**config.mk**
```make
export PLATFORM = sky130hd
export DESIGN_NAME = ir_tx_modulator
export DESIGN_NICKNAME = d
export VERILOG_FILES = /design/src/rtl/ir_tx_pkg.sv /design/src/rtl/ir_tx_fifo.sv /design/src/rtl/ir_tx_tick.sv /design/src/rtl/ir_tx_carrier.sv /design/src/rtl/ir_tx_modulator.sv
export SDC_FILE = /design/constraint.sdc
export NUM_CORES = 1
export LEC_CHECK = 0
export BUFFER_PORTS_ARGS = -buffer_cell sky130_fd_sc_hd__buf_2
export CAP_MARGIN = 10
export CORE_MARGIN = 2
export CORE_UTILIZATION = 37
export CTS_BUF_LIST = sky130_fd_sc_hd__clkbuf_4
export CTS_CLUSTER_DIAMETER = 30
export DETAILED_ROUTE_END_ITERATION = 12
export SLEW_MARGIN = 20
export SYNTH_ARGS = -nofsm -noshare
export SYNTH_HDL_FRONTEND = slang
export SYNTH_HIERARCHICAL = 1
export SYNTH_SLANG_ARGS = --single-unit
```
**constraint.sdc**
```tcl
create_clock -name clk -period 4.73 [get_ports clk]
set_input_delay 0 -clock clk [delete_from_list [all_inputs] [get_ports clk]]
set_output_delay 0 -clock clk [all_outputs]
set_load 0.03 [all_outputs]
```
**src/rtl/ir_tx_pkg.sv**
```systemverilog
package ir_tx_pkg;

    // Playback sequencer state.
    typedef enum logic {
        SEQ_IDLE = 1'b0,
        SEQ_PLAY = 1'b1
    } seq_state_e;

endpackage

```
**src/rtl/ir_tx_fifo.sv**
```systemverilog
module ir_tx_fifo #(
    parameter int W     = 17,
    parameter int DEPTH = 8,
    localparam int PTR_W = $clog2(DEPTH),
    localparam int CNT_W = $clog2(DEPTH + 1)
) (
    input  logic             clk,
    input  logic             rst_n,
    input  logic             flush,
    input  logic             push,
    input  logic [W-1:0]     push_data,
    input  logic             pop,
    output logic [W-1:0]     head,
    output logic [CNT_W-1:0] fill,
    output logic             full,
    output logic             empty
);

    typedef struct packed {
        logic [DEPTH-1:0][W-1:0] mem;
        logic [PTR_W-1:0]        wp;
        logic [PTR_W-1:0]        rp;
        logic [CNT_W-1:0]        cnt;
    } fifo_t;

    fifo_t q, d;
    logic  push_ok, pop_ok;

    function automatic logic [PTR_W-1:0] step(input logic [PTR_W-1:0] p);
        return (p == PTR_W'(DEPTH - 1)) ? '0 : p + 1'b1;
    endfunction

    assign full    = (q.cnt == CNT_W'(DEPTH));
    assign empty   = (q.cnt == '0);
    assign head    = q.mem[q.rp];
    assign fill    = q.cnt;
    assign push_ok = push && !full;
    assign pop_ok  = pop && !empty;

    always_comb begin
        d = q;
        if (flush) begin
            d.wp  = '0;
            d.rp  = '0;
            d.cnt = '0;
        end else begin
            if (push_ok) begin
                d.mem[q.wp] = push_data;
                d.wp        = step(q.wp);
            end
            if (pop_ok) begin
                d.rp = step(q.rp);
            end
            d.cnt = q.cnt + CNT_W'(push_ok) - CNT_W'(pop_ok);
        end
    end

    always_ff @(posedge clk or negedge rst_n) begin
        if (!rst_n) begin
            q <= '0;
        end else begin
            q <= d;
        end
    end

endmodule

```
**src/rtl/ir_tx_tick.sv**
```systemverilog
module ir_tx_tick #(
    parameter int DIV_W = 16
) (
    input  logic             clk,
    input  logic             rst_n,
    input  logic             run,
    input  logic             restart,
    input  logic [DIV_W-1:0] div,
    output logic             tick
);

    typedef struct packed {
        logic [DIV_W-1:0] cnt;
    } tick_t;

    tick_t q, d;

    assign tick = run && (q.cnt == div);

    always_comb begin
        d = q;
        if (!run || restart || tick) begin
            d.cnt = '0;
        end else begin
            d.cnt = q.cnt + 1'b1;
        end
    end

    always_ff @(posedge clk or negedge rst_n) begin
        if (!rst_n) begin
            q <= '0;
        end else begin
            q <= d;
        end
    end

endmodule

```
**src/rtl/ir_tx_carrier.sv**
```systemverilog
module ir_tx_carrier #(
    parameter int PHASES = 16,
    localparam int PH_W  = $clog2(PHASES)
) (
    input  logic            clk,
    input  logic            rst_n,
    input  logic            restart,
    input  logic            advance,
    input  logic [PH_W-1:0] duty,
    output logic            high
);

    typedef struct packed {
        logic [PH_W-1:0] phase;
    } car_t;

    car_t q, d;

    assign high = (q.phase <= duty);

    always_comb begin
        d = q;
        if (restart) begin
            d.phase = '0;
        end else if (advance) begin
            d.phase = (q.phase == PH_W'(PHASES - 1)) ? '0 : q.phase + 1'b1;
        end
    end

    always_ff @(posedge clk or negedge rst_n) begin
        if (!rst_n) begin
            q <= '0;
        end else begin
            q <= d;
        end
    end

endmodule

```
**src/rtl/ir_tx_modulator.sv**
```systemverilog
module ir_tx_modulator
    import ir_tx_pkg::*;
#(
    parameter int CNT_W  = 16,
    parameter int DEPTH  = 8,
    parameter int DIV_W  = 16,
    parameter int PHASES = 16,
    localparam int WORD_W = CNT_W + 1,
    localparam int REM_W  = CNT_W + 2,
    localparam int PH_W   = $clog2(PHASES),
    localparam int FILL_W = $clog2(DEPTH + 1)
) (
    input  logic              clk,
    input  logic              rst_n,
    input  logic              tx_en,
    input  logic              mod_en,
    input  logic              invert,
    input  logic              req_on_empty,
    input  logic [DIV_W-1:0]  div,
    input  logic [PH_W-1:0]   duty,
    input  logic              wr_valid,
    input  logic [WORD_W-1:0] wr_data,
    output logic              wr_ready,
    output logic              tx_out,
    output logic              busy,
    output logic              svc_req
);

    typedef struct packed {
        seq_state_e       st;
        logic             level;
        logic [REM_W-1:0] rem;
    } seq_t;

    seq_t q, d;

    logic [WORD_W-1:0] head;
    logic [FILL_W-1:0] fill;
    logic              full, empty;
    logic              tick, car_high;
    logic              pulse_end, pop, run, active;

    assign pulse_end = (q.st == SEQ_PLAY) && tick && (q.rem == '0);
    assign pop       = tx_en && !empty && ((q.st == SEQ_IDLE) || pulse_end);
    assign run       = tx_en && (q.st == SEQ_PLAY);

    ir_tx_fifo #(.W(WORD_W), .DEPTH(DEPTH)) u_fifo (
        .clk       (clk),
        .rst_n     (rst_n),
        .flush     (!tx_en),
        .push      (wr_valid && tx_en),
        .push_data (wr_data),
        .pop       (pop),
        .head      (head),
        .fill      (fill),
        .full      (full),
        .empty     (empty)
    );

    ir_tx_tick #(.DIV_W(DIV_W)) u_tick (
        .clk     (clk),
        .rst_n   (rst_n),
        .run     (run),
        .restart (pop),
        .div     (div),
        .tick    (tick)
    );

    ir_tx_carrier #(.PHASES(PHASES)) u_carrier (
        .clk     (clk),
        .rst_n   (rst_n),
        .restart (pop),
        .advance (tick),
        .duty    (duty),
        .high    (car_high)
    );

    // Pulse length in ticks is 4*c+3; the countdown starts one below so
    // the pulse ends on the tick seen with a zero remainder.
    always_comb begin
        d = q;
        if (!tx_en) begin
            d.st    = SEQ_IDLE;
            d.level = 1'b0;
            d.rem   = '0;
        end else if (pop) begin
            d.st    = SEQ_PLAY;
            d.level = head[CNT_W];
            d.rem   = {head[CNT_W-1:0], 2'b10};
        end else if (pulse_end) begin
            d.st    = SEQ_IDLE;
            d.level = 1'b0;
        end else if (run && tick) begin
            d.rem   = q.rem - 1'b1;
        end
    end

    always_ff @(posedge clk or negedge rst_n) begin
        if (!rst_n) begin
            q <= '{st: SEQ_IDLE, level: 1'b0, rem: '0};
        end else begin
            q <= d;
        end
    end

    assign active   = run && q.level && (!mod_en || car_high);
    assign tx_out   = active ^ invert;
    assign busy     = (q.st == SEQ_PLAY);
    assign wr_ready = tx_en && !full;
    assign svc_req  = tx_en && (req_on_empty ? empty
                                             : (fill <= FILL_W'(DEPTH / 2)));

endmodule

```
==> Word-level counts from Yosys, hierarchy flattened <==
Index checks and enable logic that the tools add are counted.
{ "word_totals": {"regBits": 186, "elab_cells": 88} }
{ "op_classes": {"addsub": 7, "n_lt_le_gt_ge": 5, "n_eq_ne": 10, "muxes": 20, "n_bitwise": 2, "n_reduce_logical": 28} }
{ "op_table": {"columns": ["cell", "count"], "rows": [
  ["$bwmux W136", 1],
  ["$bmux W17 S3", 1],
  ["$demux W17 S3", 1],
  ["$mux W20", 2],
  ["$mux W18", 2],
  ["$mux W17", 2],
  ["$logic_not A18 Y1", 1],
  ["$sub A18 B1 Y18 const B", 1],
  ["$add A16 B1 Y16 const B", 1],
  ["$eq A16 B16 Y1", 1],
  ["$mux W16", 1],
  ["$logic_and A1 B1 Y1", 15],
  ["$mux W3", 4],
  ["$mux W4", 3],
  ["$mux W10", 1],
  ["$eq A4 B4 Y1 const B", 2],
  ["$lt A3 B4 Y1 const B", 2],
  ["$add A3 B1 Y3 const B", 2],
  ["$eq A3 B3 Y1 const B", 2],
  ["$ne A3 B1 Y1 const B", 2],
  ["$add A4 B1 Y4", 1],
  ["$add A4 B1 Y4 const B", 1],
  ["$le A4 B3 Y1 const B", 1],
  ["$le A4 B4 Y1", 1],
  ["other kinds (13)", 21]
]} }

==> Longest topological paths before layout <==
Gate-level depths: netlist (run 1).
{ "depth": {"depth_word": 9, "depth_mapped": 17, "mapped_depth_nobuf": 15} }

==> Cells and area by module <==
The synthesis (run 1) kept the hierarchy.
{ "by_module_without_submodules": {"columns": ["module", "instances", "cells_each", "area_each_um2"], "rows": [
  ["ir_tx_fifo", 1, 422, 6861.6],
  ["ir_tx_modulator", 1, 168, 1473.9],
  ["ir_tx_tick", 1, 99, 940.9],
  ["ir_tx_carrier", 1, 34, 289.0]
]} }

==> Worst setup path after synthesis (run 1) <==
No wires, ideal clock.
{ "synth_path": {"path_type": "register to register", "start": "register q (netlist bit busy)", "end": "register u_fifo.q (netlist bit u_fifo/fill[3])", "arrival_time_ns": 3.927, "path_slack_ns": 0.678, "stages_incl_launch_ff": 18, "path_buffers": 2, "cell_sequence": "dfrtp_1 inv_1 nor2_1 nand2_1 nor4_1 clkbuf_1 nand3b_1 o32a_4 buf_6 inv_1 inv_1 nor2_1 ha_1 inv_1 ha_1 a21o_1 a21oi_1 mux2_2"} }
{ "synth_lines": {"columns": ["item", "line", "source"], "rows": [
  ["start: declaration", "ir_tx_modulator.sv:35", "seq_t q, d;"],
  ["start signal: assignment", "ir_tx_modulator.sv:100", "q <= '{st: SEQ_IDLE, level: 1'b0, rem: '0};"],
  ["end signal: assignment", "ir_tx_fifo.sv:60", "q <= '0;"],
  ["end signal: assignment", "ir_tx_fifo.sv:62", "q <= d;"],
  ["end: declaration", "ir_tx_fifo.sv:26", "fifo_t q, d;"]
]} }

==> results of run 1 <==
logic make-up (layout without fill, tap and decap cells):
| group | Yosys count | in the layout | synth area share (%) |
|---|---|---|---|
| muxes | 208 | 208 | 28.3 |
| DFF | 186 | 186 | 48.7 |
| and+or+nand+nor | 145 | 145 | 9.16 |
| AOI/OAI and AO/OA | 69 | 69 | 4.98 |
| buffers and inverters | 65 | 142 | 3.62 |
| xor gates and xnor gates | 33 | 33 | 3.02 |
| adders and majority gates | 17 | 17 | 2.30 |
| other | 0 | 1 | 0 |
cells in the final DEF, fill, tap and decap left out, drive strengths merged, types with 5 or more instances in the layout:
master / count
clkbuf: 18
nand3: 18
mux4: 34
nand2: 17
dlygate4sd3: 22
xnor2: 20
mux2: 156
nor2b: 6
dfrtp: 186
xor2: 13
o22ai: 9
nor2: 47
nand4: 5
mux2i: 18
a21oi: 14
or3: 6
o21ai: 19
ha: 16
buf: 59
nor4: 14
o211ai: 5
inv: 37
nor3: 11
routing by layer:
| layer | vias to the layer above | GRT usage, % |
|---|---|---|
| met5 | - | 0 |
| met2 | 78 | 25.3 |
| met3 | 10 | 2.96 |
| li1 | 2780 | - |
| met1 | 3035 | 22.9 |
| met4 | 0 | 3.83 |
flip-flops by register name (all words and copies together), names as in the netlist:
name         count
u_fifo/q       142
q               19
u_tick/q        16
u_carrier/q      4
u_fifo/fill      4
busy             1
critical path, stage by stage (launching register included):
cell	delay [ps]
dfrtp_1	460
xor2_1	180
nor4_1	310
nand2_1	190
nor4_2	290
buf_4	230
nand3b_1	100
o32a_4	470
inv_1	260
inv_1	130
nor2_1	130
ha_1	150
inv_1	60
ha_1	270
a21o_1	150
a21oi_1	160
mux2_2	350
repair_timing:
| action | 4_1_cts | 5_1_grt |
|---|---|---|
| hold buffers | 23 | 0 |
| hold endpoints to repair | 241 | 0 |
| gates resized for setup | 0 | 0 |
path summary, 6_finish.rpt:
| check | slack [ps] | end |
|---|---|---|
| max in group asynchronous | 3190 | u_tick/q[7] |
| max | 750 | u_fifo/fill[3] |
| min | 100 | u_tick/q[14] |
| max reg2reg | 750 | u_fifo/fill[3] |
| min reg2reg | 510 | u_fifo/q[74] |
| min in group asynchronous | 460 | u_fifo/q[33] |
area by class of cell:
class	instances	area, um^2
Antenna cell	1	2.50
Clock buffer	17	128
Sequential cell	186	4660
Inverter	29	111
Multi-Input combinational cell	472	4580
Fill cell	2367	14600
Timing Repair Buffer	82	574
Clock inverter	14	155
Tap cell	330	413
where the power goes:
group | total, mW | switching [mW] | internal [mW]
clock network | 0.895 | 0.612 | 0.283
logic | 1.65 | 0.863 | 0.782
registers | 2.07 | 0.221 | 1.85
total | 4.61 | 1.70 | 2.91
==> impl_metrics.ini, run 1 <==
[critical_path]
worstReg2RegStart = u_tick/q[8]
crit_path_start = u_tick/q[8]
path_max_fanout = 20
cp-start-kind = flop
worstRegToRegCells = 16
cp.required_ps = 5210
endpoint_kind = flop
path_class = reg2reg
arrival_ps = 4460

[synth]
ys_warn_count = 6
synth_cells = 723
synth-main-ff-cell = dfrtp_1
yosysMostFrequentCell = dfrtp_1
syn_area_per_cell_um2 = 13.2
synth_top_area_share_pct = 48.7
synth_edf_count = 0
ys_async_sr_fraction_pct = 100
synth_common_cells = dfrtp_1, mux2_2, nor2_1
synth.area.top_cells = dfrtp_1, mux2_2, mux4_2, ha_1, mux2i_1
synth_cell_types = 61
ys_seq_area_share_pct = 48.7
ys_seq_elements = 186
netlist_area_um2 = 9570
synthesis.nets = 784
synth_area_leader_cell = dfrtp_1

[floorplan]
start_util_pct = 37.9
die_h_um = 165
die_x_um = 165
io_pins = 48
rows = 58
core_area_um2 = 25300
die_area_um2 = 27200

[global_route]
grt_pass1_vias = 6056
grt_overflow_total = 0
track_usage_pct = 16.0
antenna_found_initial = 1
grt_max_degree = 57
grt_pass1_wl_um = 33100

[sta]
fin_skew_ps = 20.5
period_needed_ps = 3980
whs_ps = 102
worstMarginPinSlew_ps = 902
slew_headroom_pct = 39.7
setup_slack_ps = 749
hold_viol = 0
timing.final.crit_share_pct = 84.2
finalSetupViolCount = 0
rsz0062_at_grt = no
slew_violations = 0
setup_tns_ps = 0
clock.fmax_ghz = 0.251

[route]
drtIter0Drc = 416
drtPass1Iterations = 5
routed_wl_um = 20400
wl_met2_um = 9630
vias = 5903
wl_met3_um = 584
detail-route-antenna-nets = 0
highest-signal-layer = met4
wire_per_inst_um = 18.1
drc = 0
viasPerCell = 5.22
m1WireLength_um = 10100

[final_layout]
final_cell_count_no_fill = 1131
finish.utilization_pct = 42.0
fin_area_um2 = 10600
drive_gt1_share_pct = 37.3
synthToLayoutAreaGrowth_pct = 11.0
fin_nets = 849

[pwr]
leakage_nw = 4.91
power_mw = 4.61
vdd.ir_drop.worst_uv = 207
power_density_nw_per_um2 = 434

[cts]
post-cts-setup-buffers = 0
insertion_delay_ps = 580
cts_buffer_depth = 2
cts-root-buf = clkbuf_4
clock_sinks = 186
numCtsBuffers = 17
ctsHtreeMaxLevel = 4
path_clk_slew_ps = 160
cts_tree = done

[placement]
gp_congestion = 0.783
place_inst = 1076
hpwl_um = 12700
port_buffers = 47
place_area_um2 = 10100
post-place-ws_ps = 733

[status]
outcome = finished clean

[flow_run]
cap_violations = 0

[min_path]
min_from = div[6]
hold_class = in2reg
min_path_cells = 5
Note: power is estimated with default switching activity, not from simulation.
==> inputs of run 2 (changes only) <==
Settings changed: ABC_AREA set to 1.
Clock period 4.73 ns to 3.5 ns, I/O delays scaled along.
==> run 2 against run 1 <==
  * Final cell count is 67% higher
  * Sequential power is 36% higher
  * Flip-flop and latch count stayed put
  * Via count is 63% higher
  * Synthesized cell count is 100% higher
  * Combinational power is 100% higher
  * Design area is 12% higher
  * Hold slack worse by 88 ps
  * Area after synthesis is 16% higher
  * Sequential share of layout area is 4.6 points lower
  * Routed wire length is 49% higher
  * Non-clock buffer count is 4 higher
  * Critical endpoint is now u_fifo/fill[1]
  * Largest power group is now combinational logic
==> impl_metrics.ini, run 2 <==
[critical_path]
crit_family = simple AND/OR/NAND/NOR gates
slowest_delay_ps = 480
crit_chain = inv_2 -> nand2_1 -> nand2_1 -> nor2_1 -> nand4_1 -> nor2_1 -> nand2_1 -> nor2_2 -> nand2_1 -> nor2_2 -> nand4_4 -> nand2_8 -> nand2_4 -> inv_2 -> nand2_1 -> inv_1 -> ha_1 -> inv_1 -> ha_1 -> fa_1 -> inv_1 -> nor2_1
cp-start-kind = flop
slowest_stage = dfrtp_1
crit_path_start = u_tick/q[7]
path_common_cell = nand2_1
cp.required_ps = 3980
endpoint_kind = flop
path_buf_inv = 5
worstReg2RegStart = u_tick/q[7]
path_max_fanout = 5
arrival_ps = 3600
path_class = reg2reg

[final_layout]
largest_register_ffs = 142
mostFrequentLayoutCell = nand2_1
top_register = u_fifo/q
finish.utilization_pct = 40.1
synthToLayoutAreaGrowth_pct = 6.64
reg_top3 = u_fifo/q (142), q (19), u_tick/q (16)
nFillCells = 3182
fin_nets = 1548
final_cell_count_no_fill = 1890
drive_gt1_share_pct = 12.0
layout_common_cells = nand2_1, dfrtp_1, nor2_1, nand4_1, nand3_1

[synth]
ys_async_sr_fraction_pct = 100
yosysMostFrequentCell = nand2_1
ys_seq_area_share_pct = 41.8
synth_edf_count = 0
syn_area_per_cell_um2 = 7.52
synth_cells = 1480
synth.area.top_cells = dfrtp_1, nand2_1, nand4_1, nor2_1, nand3_1
synth_common_cells = nand2_1, dfrtp_1, nor2_1
ys_seq_elements = 186
netlist_area_um2 = 11100
synth_top_area_share_pct = 41.8
synthesis.nets = 1541
synth-main-ff-cell = dfrtp_1
ys_warn_count = 6
synth_area_leader_cell = dfrtp_1
synth_cell_types = 41

[global_route]
use_met2_pct = 32.1
grt_use_met3_pct = 2.81
grt_pass1_vias = 9156
antenna_found_initial = 1
grt_max_degree = 116
track_usage_pct = 19.8
grt_use_met1_pct = 28.2
grt_pass1_wl_um = 49600
grt_overflow_total = 0
busiest_layer = met2

[sta]
hold_viol = 0
rsz0062_at_grt = no
period_needed_ps = 3120
whs_ps = 14.0
slew_headroom_pct = 29.3
timing.final.crit_share_pct = 89.1
worstMarginPinSlew_ps = 1060
finalSetupViolCount = 0
clock.fmax_ghz = 0.321
fin_skew_ps = 39.5
slew_violations = 0
setup_tns_ps = 0

[cts]
insertion_delay_ps = 600
cts-root-buf = clkbuf_4
cts_buffer_depth = 2
ctsHtreeMaxLevel = 4
path_clk_slew_ps = 170
numCtsBuffers = 17
clock_sinks = 186
cts_tree = done

[floorplan]
start_util_pct = 37.6
io_pins = 48
die_x_um = 177
die_h_um = 177
core_area_um2 = 29600
die_area_um2 = 31500
rows = 63

[placement]
port_buffers = 47
gp_congestion = 0.852
place_inst = 1837
hpwl_um = 18700

[route]
drtPass1Iterations = 6
vias = 9641
detail-route-antenna-nets = 0
drtIter0Drc = 899
viasPerCell = 5.10
wire_per_inst_um = 16.1
drc = 0
routed_wl_um = 30400

[pwr]
power_density_nw_per_um2 = 624
leakage_nw = 6.25
power_mw = 7.41
vdd.ir_drop.worst_uv = 325

[min_path]
hold_class = in2async

[status]
outcome = finished clean

[flow_run]
cap_violations = 0
## run 2: cell count changes in the layout (fill, tap and decap cells not counted), sizes merged, moves of 18 or more
cell   change
nand4    +114
mux2i     -18
inv       +43
nand2    +586
o21ai     +64
nand3     +52
nor2     +128
mux2     -156
mux4      -34
## run 2: cell type report
class	instances	area, um^2	area share [%]
antenna	1	2.50	0.0211
clock buffer	17	128	1.07
clock inverter	14	156	1.32
inverter	75	292	2.45
multi-input combinational	1121	5560	46.8
sequential	186	4660	39.2
tap	390	488	4.11
timing repair buffer	86	597	5.03
## run 2: power breakdown
| group | internal (mW) | leakage, nW | switching (mW) | total (mW) |
|---|---|---|---|---|
| logic | 1.17 | 3.57 | 2.19 | 3.36 |
| clock network | 0.380 | 0.147 | 0.857 | 1.24 |
| registers | 2.52 | 2.53 | 0.291 | 2.82 |
## run 2: what timing repair did
item,in CTS,in global routing
endpoints found under the setup margin,0,3
hold buffers,19,0
resized for setup,0,4
hold endpoints to repair,257,0
setup buffers,0,2
## run 2: cells by family (layout without fill, tap and decap cells)
logic type | after synthesis | after routing | share of synthesized area [%]
simple gates | 982 | 982 | 41.0
fa+ha+maj | 17 | 17 | 1.98
other cells | 0 | 1 | 0
buf+inv | 173 | 192 | 8.51
compound gates | 92 | 92 | 4.37
xor+xnor | 30 | 30 | 2.36
flops | 186 | 186 | 41.8
## run 2: worst paths after layout
kind / endpoint / slack, ps / depth (start not counted)
setup / recovery: u_fifo/fill[1] / 380 / 22
hold / removal: u_tick/q[11] / 10 / 2
setup reg to reg: u_fifo/fill[1] / 380 / 22
hold reg to reg: u_fifo/q[43] / 490 / 2
max in group asynchronous: u_fifo/q[10] / 2560 / 3
min in group clk: u_tick/q[7] / 90 / 7
## run 2: per-stage QoR
step	setup slack [ps]	area (um^2)
2_1_floorplan	151	11100
3_3_place_gp	310	11400
3_5_place_dp	226	11400
4_1_cts	165	11800
5_1_grt	54.2	11900
6_report	381	11900
## run 2: layer usage
metal	share of wire (%)	wire [um]
met1	47	14400
met2	46	14100
met3	5.4	1650
met4	0.97	294
met5	0	0
## run 2: worst reg2reg max path, stage by stage (launching register included)
cell and delay (ps):
dfrtp_1 480, inv_2 80, nand2_1 80, nand2_1 60, nor2_1 120, nand4_1 80
nor2_1 110, nand2_1 60, nor2_2 130, nand2_1 100, nor2_2 140, nand4_4 180
nand2_8 130, nand2_4 50, inv_2 60, nand2_1 60, inv_1 110, ha_1 240
inv_1 50, ha_1 170, fa_1 420, inv_1 60, nor2_1 40
